<file path="src/rtl/evc_pkg.sv">
package evc_pkg;
  localparam int NLVL    = 16;
  localparam int LW      = 4;
  localparam int RSVD    = 4;
  localparam int MASK_LO = 5;
  localparam int GEN_LO  = 7;
  localparam int PERI_HI = 13;
  localparam int GEN_HI  = 15;

  // lowest set index wins
  function automatic logic [LW-1:0] low_idx(input logic [NLVL-1:0] v);
    low_idx = '0;
    for (int i = NLVL - 1; i >= 0; i--)
      if (v[i]) low_idx = LW'(i);
  endfunction
endpackage

</file>
<file path="src/rtl/evc_pick.sv">
module evc_pick
  import evc_pkg::*;
(
  input  logic [NLVL-1:0] vec,
  output logic            vld,
  output logic [LW-1:0]   idx
);
  always_comb begin
    vld = |vec;
    idx = low_idx(vec);
  end
endmodule

</file>
<file path="src/rtl/evc_route.sv">
module evc_route
  import evc_pkg::*;
#(
  parameter int NSRC = 8,
  localparam int SW  = (NSRC > 1) ? $clog2(NSRC) : 1
) (
  input  logic            clk,
  input  logic            rst_core_n,
  input  logic [NSRC-1:0] src_req,
  input  logic            map_wr,
  input  logic [SW-1:0]   map_sel,
  input  logic [LW-1:0]   map_lvl,
  output logic [NLVL-1:0] lvl_set
);
  logic [LW-1:0] route_q [NSRC];
  logic          lvl_ok;

  assign lvl_ok = (map_lvl >= LW'(GEN_LO)) && (map_lvl <= LW'(PERI_HI));

  for (genvar s = 0; s < NSRC; s++) begin : g_entry
    logic          wr_en;
    logic [LW-1:0] route_d;
    assign wr_en = map_wr && lvl_ok && (map_sel == SW'(s));
    always_comb begin
      route_d = route_q[s];
      if (wr_en) route_d = map_lvl;
    end
    always_ff @(posedge clk or negedge rst_core_n) begin
      if (!rst_core_n) route_q[s] <= LW'(GEN_LO);
      else             route_q[s] <= route_d;
    end
  end

  always_comb begin
    lvl_set = '0;
    for (int s = 0; s < NSRC; s++)
      if (src_req[s]) lvl_set[route_q[s]] = 1'b1;
  end
endmodule

</file>
<file path="src/rtl/evc_top.sv">
module evc_top
  import evc_pkg::*;
#(
  parameter int NSRC = 8,
  parameter int AW   = 32,
  localparam int SW  = (NSRC > 1) ? $clog2(NSRC) : 1
) (
  input  logic            clk,
  input  logic            rst_n,
  input  logic            emu_req,
  input  logic            rst_req,
  input  logic            nmi_req,
  input  logic            exc_req,
  input  logic            hwe_req,
  input  logic            tmr_req,
  input  logic [NSRC-1:0] src_req,
  input  logic            map_wr,
  input  logic [SW-1:0]   map_sel,
  input  logic [3:0]      map_lvl,
  input  logic            en_wr,
  input  logic [15:0]     en_val,
  input  logic            swi_set,
  input  logic [3:0]      swi_lvl,
  input  logic [AW-1:0]   ret_addr,
  input  logic            rfe,
  input  logic [3:0]      rd_lvl,
  output logic [AW-1:0]   rd_addr,
  output logic            take,
  output logic [3:0]      take_lvl,
  output logic            act_vld,
  output logic [3:0]      act_lvl
);
  // reset synchronizer: async assert, sync release
  logic [1:0] rst_sync_q;
  logic       rst_core_n;
  always_ff @(posedge clk or negedge rst_n) begin
    if (!rst_n) rst_sync_q <= 2'b00;
    else        rst_sync_q <= {rst_sync_q[0], 1'b1};
  end
  assign rst_core_n = rst_sync_q[1];

  logic [NLVL-1:0]         pend_q, pend_d, act_q, act_d, set_vec, route_set;
  logic [NLVL-1:0]         en_eff, elig, take_oh, ret_oh;
  logic [NLVL-1:MASK_LO]   en_q, en_d;
  logic                    cand_vld, cur_vld, do_take, do_ret;
  logic [LW-1:0]           cand_idx, cur_idx;
  logic                    take_q;
  logic [LW-1:0]           take_lvl_q;
  logic [AW-1:0]           ret_q [NLVL];

  evc_route #(.NSRC(NSRC)) u_route (
    .clk(clk), .rst_core_n(rst_core_n), .src_req(src_req),
    .map_wr(map_wr), .map_sel(map_sel), .map_lvl(map_lvl), .lvl_set(route_set)
  );

  evc_pick u_pick_cand (.vec(elig),  .vld(cand_vld), .idx(cand_idx));
  evc_pick u_pick_cur  (.vec(act_q), .vld(cur_vld),  .idx(cur_idx));

  // request collection
  always_comb begin
    set_vec    = route_set;
    set_vec[0] = emu_req;
    set_vec[1] = rst_req;
    set_vec[2] = nmi_req;
    set_vec[3] = exc_req;
    set_vec[RSVD] = 1'b0;
    set_vec[5] = hwe_req;
    set_vec[6] = tmr_req;
    if (swi_set && (swi_lvl >= LW'(GEN_LO))) set_vec[swi_lvl] = 1'b1;
  end

  always_comb begin
    en_eff       = {en_q, 5'b00000};
    en_eff[3:0]  = 4'b1111;
    elig         = pend_q & en_eff;
    do_take      = !rfe && cand_vld && (!cur_vld || (cand_idx < cur_idx));
    do_ret       = rfe && cur_vld;
    take_oh      = do_take ? (NLVL'(1) << cand_idx) : '0;
    ret_oh       = do_ret  ? (NLVL'(1) << cur_idx)  : '0;
    pend_d       = (pend_q & ~take_oh) | set_vec;
    act_d        = (act_q & ~ret_oh) | take_oh;
    en_d         = en_wr ? en_val[NLVL-1:MASK_LO] : en_q;
  end

  always_ff @(posedge clk or negedge rst_core_n) begin
    if (!rst_core_n) begin
      pend_q     <= '0;
      act_q      <= '0;
      en_q       <= '0;
      take_q     <= 1'b0;
      take_lvl_q <= '0;
    end else begin
      pend_q     <= pend_d;
      act_q      <= act_d;
      en_q       <= en_d;
      take_q     <= do_take;
      take_lvl_q <= do_take ? cand_idx : take_lvl_q;
    end
  end

  for (genvar l = 0; l < NLVL; l++) begin : g_ret
    logic          cap_en;
    logic [AW-1:0] ret_d;
    assign cap_en = take_oh[l];
    always_comb begin
      ret_d = ret_q[l];
      if (cap_en) ret_d = ret_addr;
    end
    always_ff @(posedge clk or negedge rst_core_n) begin
      if (!rst_core_n) ret_q[l] <= '0;
      else             ret_q[l] <= ret_d;
    end
  end

  assign rd_addr  = ret_q[rd_lvl];
  assign take     = take_q;
  assign take_lvl = take_lvl_q;
  assign act_vld  = cur_vld;
  assign act_lvl  = cur_idx;
endmodule

</file>
<file path="config.mk">
export PLATFORM = sky130hd
export DESIGN_NAME = evc_top
export DESIGN_NICKNAME = d
export VERILOG_FILES = /design/src/rtl/evc_pkg.sv /design/src/rtl/evc_pick.sv /design/src/rtl/evc_route.sv /design/src/rtl/evc_top.sv
export SDC_FILE = /design/constraint.sdc
export NUM_CORES = 1
export LEC_CHECK = 0
export BUFFER_PORTS_ARGS = -buffer_cell sky130_fd_sc_hd__buf_2
export CORE_MARGIN = 3
export CORE_UTILIZATION = 44
export CTS_CLUSTER_SIZE = 10
export DETAILED_ROUTE_END_ITERATION = 12
export PLACE_DENSITY = 0.63
export SKIP_CTS_REPAIR_TIMING = 1
export SLEW_MARGIN = 25
export SYNTH_ARGS = -nofsm -noshare
export SYNTH_HDL_FRONTEND = slang
export SYNTH_SLANG_ARGS = --single-unit
</file>
<file path="constraint.sdc">
create_clock -name clk -period 27.8 [get_ports clk]
set_clock_uncertainty 0.05 [all_clocks]
set_input_delay 8.34 -clock clk [delete_from_list [all_inputs] [get_ports clk]]
set_output_delay 8.34 -clock clk [all_outputs]
set_load 0.05 [all_outputs]
</file>
## Word level (Yosys, flattened, before mapping)

Index checks and enable logic that the tools add are counted.
Widths: inputs -> output; s select.

- $lt $le $gt $ge: 23
- Eq/ne operators: 7
- Shift operators: 2
- Mux-type cells: 64
- Bitwise gates (word level): 16
- Reductions and logical operators: 29

Operators with widths:

| kind | number |
|---|---|
| $mux 16 | 11 |
| $or 16x16->16 | 10 |
| $bmux 32 s4 | 1 |
| $mux 4 | 32 |
| $mux 32 | 2 |
| $and 16x16->16 | 3 |
| $lt 4x5->1 const B | 9 |
| $demux 1 s4 | 9 |
| $ge 4x1->1 const B | 9 |
| $not 16->16 | 2 |
| $reduce_or 16->1 | 2 |
| $shl 1x4->16 const A | 2 |
| $logic_and 1x1->1 | 23 |
| $eq 3x3->1 const B | 4 |
| $mux 1 | 9 |
| $ge 4x3->1 const B | 2 |
| $eq 3x2->1 const B | 2 |
| $ge 5x5->1 const B | 1 |
| $not 4->5 | 1 |
| $le 4x4->1 const B | 1 |
| $lt 4x4->1 | 1 |
| $eq 3x1->1 const B | 1 |
| $logic_not 3->1 | 1 |
| $logic_not 1->1 | 2 |
| $logic_or 1x1->1 | 1 |

- Register bits: 594
- Input bits: 83
- Output and inout port bits: 42

## Longest topological paths before layout

- Depth after elaboration: 24
- Mapped depth: 16

## Modules after synthesis

A second synthesis with hierarchy kept.

- Cells, all modules: 1857
- Area total of the unflattened synthesis: 28137.0 um2

By module, submodules not included:

| module | times used | cells each | area each (um2) |
|---|---|---|---|
| evc_top | 1 | 1518 | 25289.3 |
| evc_route | 1 | 271 | 2494.9 |
| evc_pick | 2 | 34 | 176.4 |

## Worst setup path after synthesis

Ideal clock, no wire load.

- Path type: in2out
- Start point: in rd_lvl[0]
- End point: out rd_addr[11]
- Arrival: 10.570 ns
- Data required time: 19.410 ns
- Setup slack: 8.840 ns
- Stages on the path: 4
- Path buffers: 2
- Cells stage by stage: clkbuf_1 > buf_1 > mux4_2 > mux4_2

- Word-level cells in the longest chain between the ends: 4

Ends and longest elaborated chain:

| what | line | source |
|---|---|---|
| start, declared | evc_top.sv:26 | `input logic [3:0] rd_lvl,` |
| $not 4->5 (not written as such) | evc_top.sv:115 | `assign rd_addr = ret_q[rd_lvl];` |
| $bmux 32 s4 | evc_top.sv:115 |  |
| $mux 32 (not written as such) (2 in series) | evc_top.sv:115 |  |
| end, declared | evc_top.sv:27 | `output logic [AW-1:0] rd_addr,` |

No other way between the ends. The select of a mux whose other input is x is not followed.

## Worst setup path after layout

- Start point: in rd_lvl[0]
- End point: out rd_addr[22]

Same word-level chain as after synthesis.

==> results.md <==
* Synth Cell Area at 27230 µm²
* Sequential fraction of the synthesis area at 0.5461
* Worst-margin pin slew at 1.086 ns
* Fill count at 5124
* DR WL met2 at 31720 µm
* Routed vias at 15433
* CTS HTree Levels at 3
* Root Buffer Master: clkbuf_16
* RSZ-0062 raised after global routing: no
* Layout cells sized above 1 at 0.5165
* Largest net degree at the start of global routing at 186
* Setup crit start kind: primary input
* Syn nets at 1844
* Routed wire length per instance at 24.15 µm
* Xor and xnor area share after synthesis at 0
* Core Box Area at 60810 µm²
* Simple-gate share of the synthesized area at 0.04329
* Drt first pass iters at 5
* WL met3 at 2846 µm
* Kind of critical path: in2out
* Max-cap viol count at 0
* Sink Count at 593
* Rows at 90
* DR vias/cell at 5.866
* TNS Setup at 0 ns
* Worst path cell trace: clkbuf_8, buf_4, mux4_2, mux4_2, buf_2
* Die area at 64910 µm²
* Clk_lat worst skew at 0.59 ns
* Adder-cell share of the synthesized area at 0.001379
* Most common cell after layout, fill and taps aside: dfrtp_1
* Status: complete, no violations
* Worst path top cell family by delay: buffers and inverters
* Multiplexer share of the synthesized area at 0.3522
* Final Total Pwr at 2.204 mW
* Worst path max stage delay at 0.77 ns
* Antenna-violating nets left at 0
* Compound-gate portion of the synthesized area at 0.02716
* Final worst path period need at 19.51 ns
* Most frequent cells in the layout: 568 x dfrtp_1, 502 x mux2_2, 160 x mux4_2, 117 x buf_2, 76 x clkbuf_16
* Multi-input logic area at 11650 µm²
* Port-buffer cells at 119
* Total gr overflow at 0
* Largest family of logic cells by synthesized area: multiplexers
* Initial antenna violation count at 5
* Gate count after technology mapping at 1758
* Top-Level Pins at 125
* Die Y at 254.8 µm
* # setup viols final at 0
* Initial core utilization at 0.4478
* Number of placed instances, taps included at 2530
* Clock transition at path regs at 0.05 ns
* Synth-to-Final Area Change at 12.16%
* Number of library cell types mapped by synthesis at 67
* CP max FO at 55
* GP Congestion at 0.9017
* Most frequent cell on the critical path: mux4_2
* CTS tree: yes
* Maximum VDD drop at 49.12 µV
* Final Max Tran Viols at 0
* Wire length on met1 at 27910 µm
* Nets@finish at 1908
* Leakage at 14.66 nW
* Number of flops mapped to enable cells by yosys at 0
* Slew HR at 0.2748
* FF+latch count, synth at 593
* Fin crit share at 0.7018
* Max clock buf depth at 3
* HPWL after DPL at 35870 µm
* Vias in the first global route at 16469
* Worst hold path class: reg2reg
* DR top layer: met5
* Synth Flop Type: dfrtp_1
* Number of hold violations in the final report at 0
* Crit. End Element: output pin
* Gr usage total at 0.2024
* First-pass GRT wire length at 100200 µm
* Inserted Clock Buffers at 71
* Fmax at 0.05125 GHz
* DR DRC count at 0
* Pwr dens at 72.17 nW/µm²
* Slowest cell on the critical path: buf_4
* Syn_area_per_cell at 15.49 µm²
* CP bufs+invs at 3
* Fin cells at 2631
* DR iter-0 viols at 922
* Crit path required time at 19.41 ns
* Synth warnings at 0
* WP data arrival at 11.12 ns
* Final wirelength at 63540 µm
* Async S/R FF share, synth at 1.000
* Seq. cell area at 14870 µm²
* Die width at 254.8 µm
==> flip-flops by register name, summed over array words and instances (netlist names) <==
| signal | flops |
|---|---|
| take | 1 |
| en_q | 11 |
| rst_sync_q | 2 |
| pend_q | 15 |
| u_route.route_q | 32 |
| take_lvl | 4 |
| act_q | 16 |
| ret_q | 512 |
==> cell usage after synthesis, types with 11 or more instances <==
cell type,instances,area (µm²)
a21oi_1,11,55.05
buf_2,32,160.2
buf_6,13,146.4
clkbuf_1,98,367.9
dfrtp_1,569,14240
dfstp_2,24,630.6
inv_1,20,75.07
mux2_2,502,5653
mux2_4,17,255.2
mux4_2,160,3603
nand2_1,52,195.2
nand2b_1,16,100.1
nand3_1,14,70.07
nand3b_1,16,120.1
nor2_1,30,112.6
nor3_1,25,125.1
o21ai_0,17,85.08
o22ai_1,19,118.9
==> per-layer routing <==
| layer | global-route usage | up-vias |
|---|---|---|
| met4 | 0.05261 | 2 |
| li1 | - | 6712 |
| met3 | 0.03223 | 84 |
| met2 | 0.3389 | 318 |
| met5 | 0 | - |
| met1 | 0.2779 | 8317 |
==> final timing paths <==
path                       slack, ns     startpoint       endpoint  cells after the start
setup / recovery                8.29      rd_lvl[0]    rd_addr[22]                      5
hold / removal                  0.30  rst_sync_q[0]  rst_sync_q[1]                      0
setup reg to reg               22.87      pend_q[6]     ret_q[403]                     14
hold reg to reg                 0.30  rst_sync_q[0]  rst_sync_q[1]                      0
max in group asynchronous      20.12          rst_n  rst_sync_q[1]                      1
min in group asynchronous       0.35  rst_sync_q[1]      ret_q[49]                      0
==> power by group <==
part / leakage [nW] / total (mW) / switching (mW) / internal (mW)
clock network: 0.993 / 0.835 / 0.339 / 0.496
registers: 7.94 / 1.02 / 0.0585 / 0.958
logic: 5.73 / 0.353 / 0.188 / 0.165
total: 14.7 / 2.20 / 0.586 / 1.62
==> final cells by class <==
class	instances	area share
sequential	593	0.4870
multi-input combinational	990	0.3816
clock buffer	92	0.06522
tap	782	0.03204
timing repair buffer	146	0.03007
inverter	20	0.002458
clock inverter	4	0.001270
antenna	4	0.0003277
==> metrics by stage <==
step / cell area [µm²] / util / hold slack, ns / setup WS [ns]
floorplan: 27230 / - / 0.2812 / 8.840
global route: 30540 / 0.5022 / 0.3043 / 8.050
detailed placement: 28460 / 0.4680 / 0.2863 / 8.190
CTS: 30490 / 0.5014 / 0.2989 / 8.187
finish: 30540 / 0.5022 / 0.2972 / 8.289
global placement: 28360 / 0.4664 / 0.2838 / 8.188
==> worst register-to-register path: stages (launching register included) <==
cell      delay, ns
dfrtp_1        0.39
a22o_1         0.28
a221oi_1       0.23
a21oi_1        0.20
o31ai_4        0.56
inv_1          0.15
ha_1           0.30
o21ai_0        0.16
nand2b_1       0.07
a21oi_1        0.14
a31oi_1        0.13
o31ai_4        0.13
buf_4          0.41
nand4b_4       0.93
mux2_1         0.69
==> cell families (layout without fill, tap and decap cells) <==
logic type	after synthesis	count (layout)
muxes	686	686
DFF	593	593
adders and majority gates	3	3
buffers and inverters	175	262
AOI/OAI and AO/OA	104	104
other	1	5
and+or+nand+nor	196	196
Note: power is estimated with default switching activity, not from simulation.
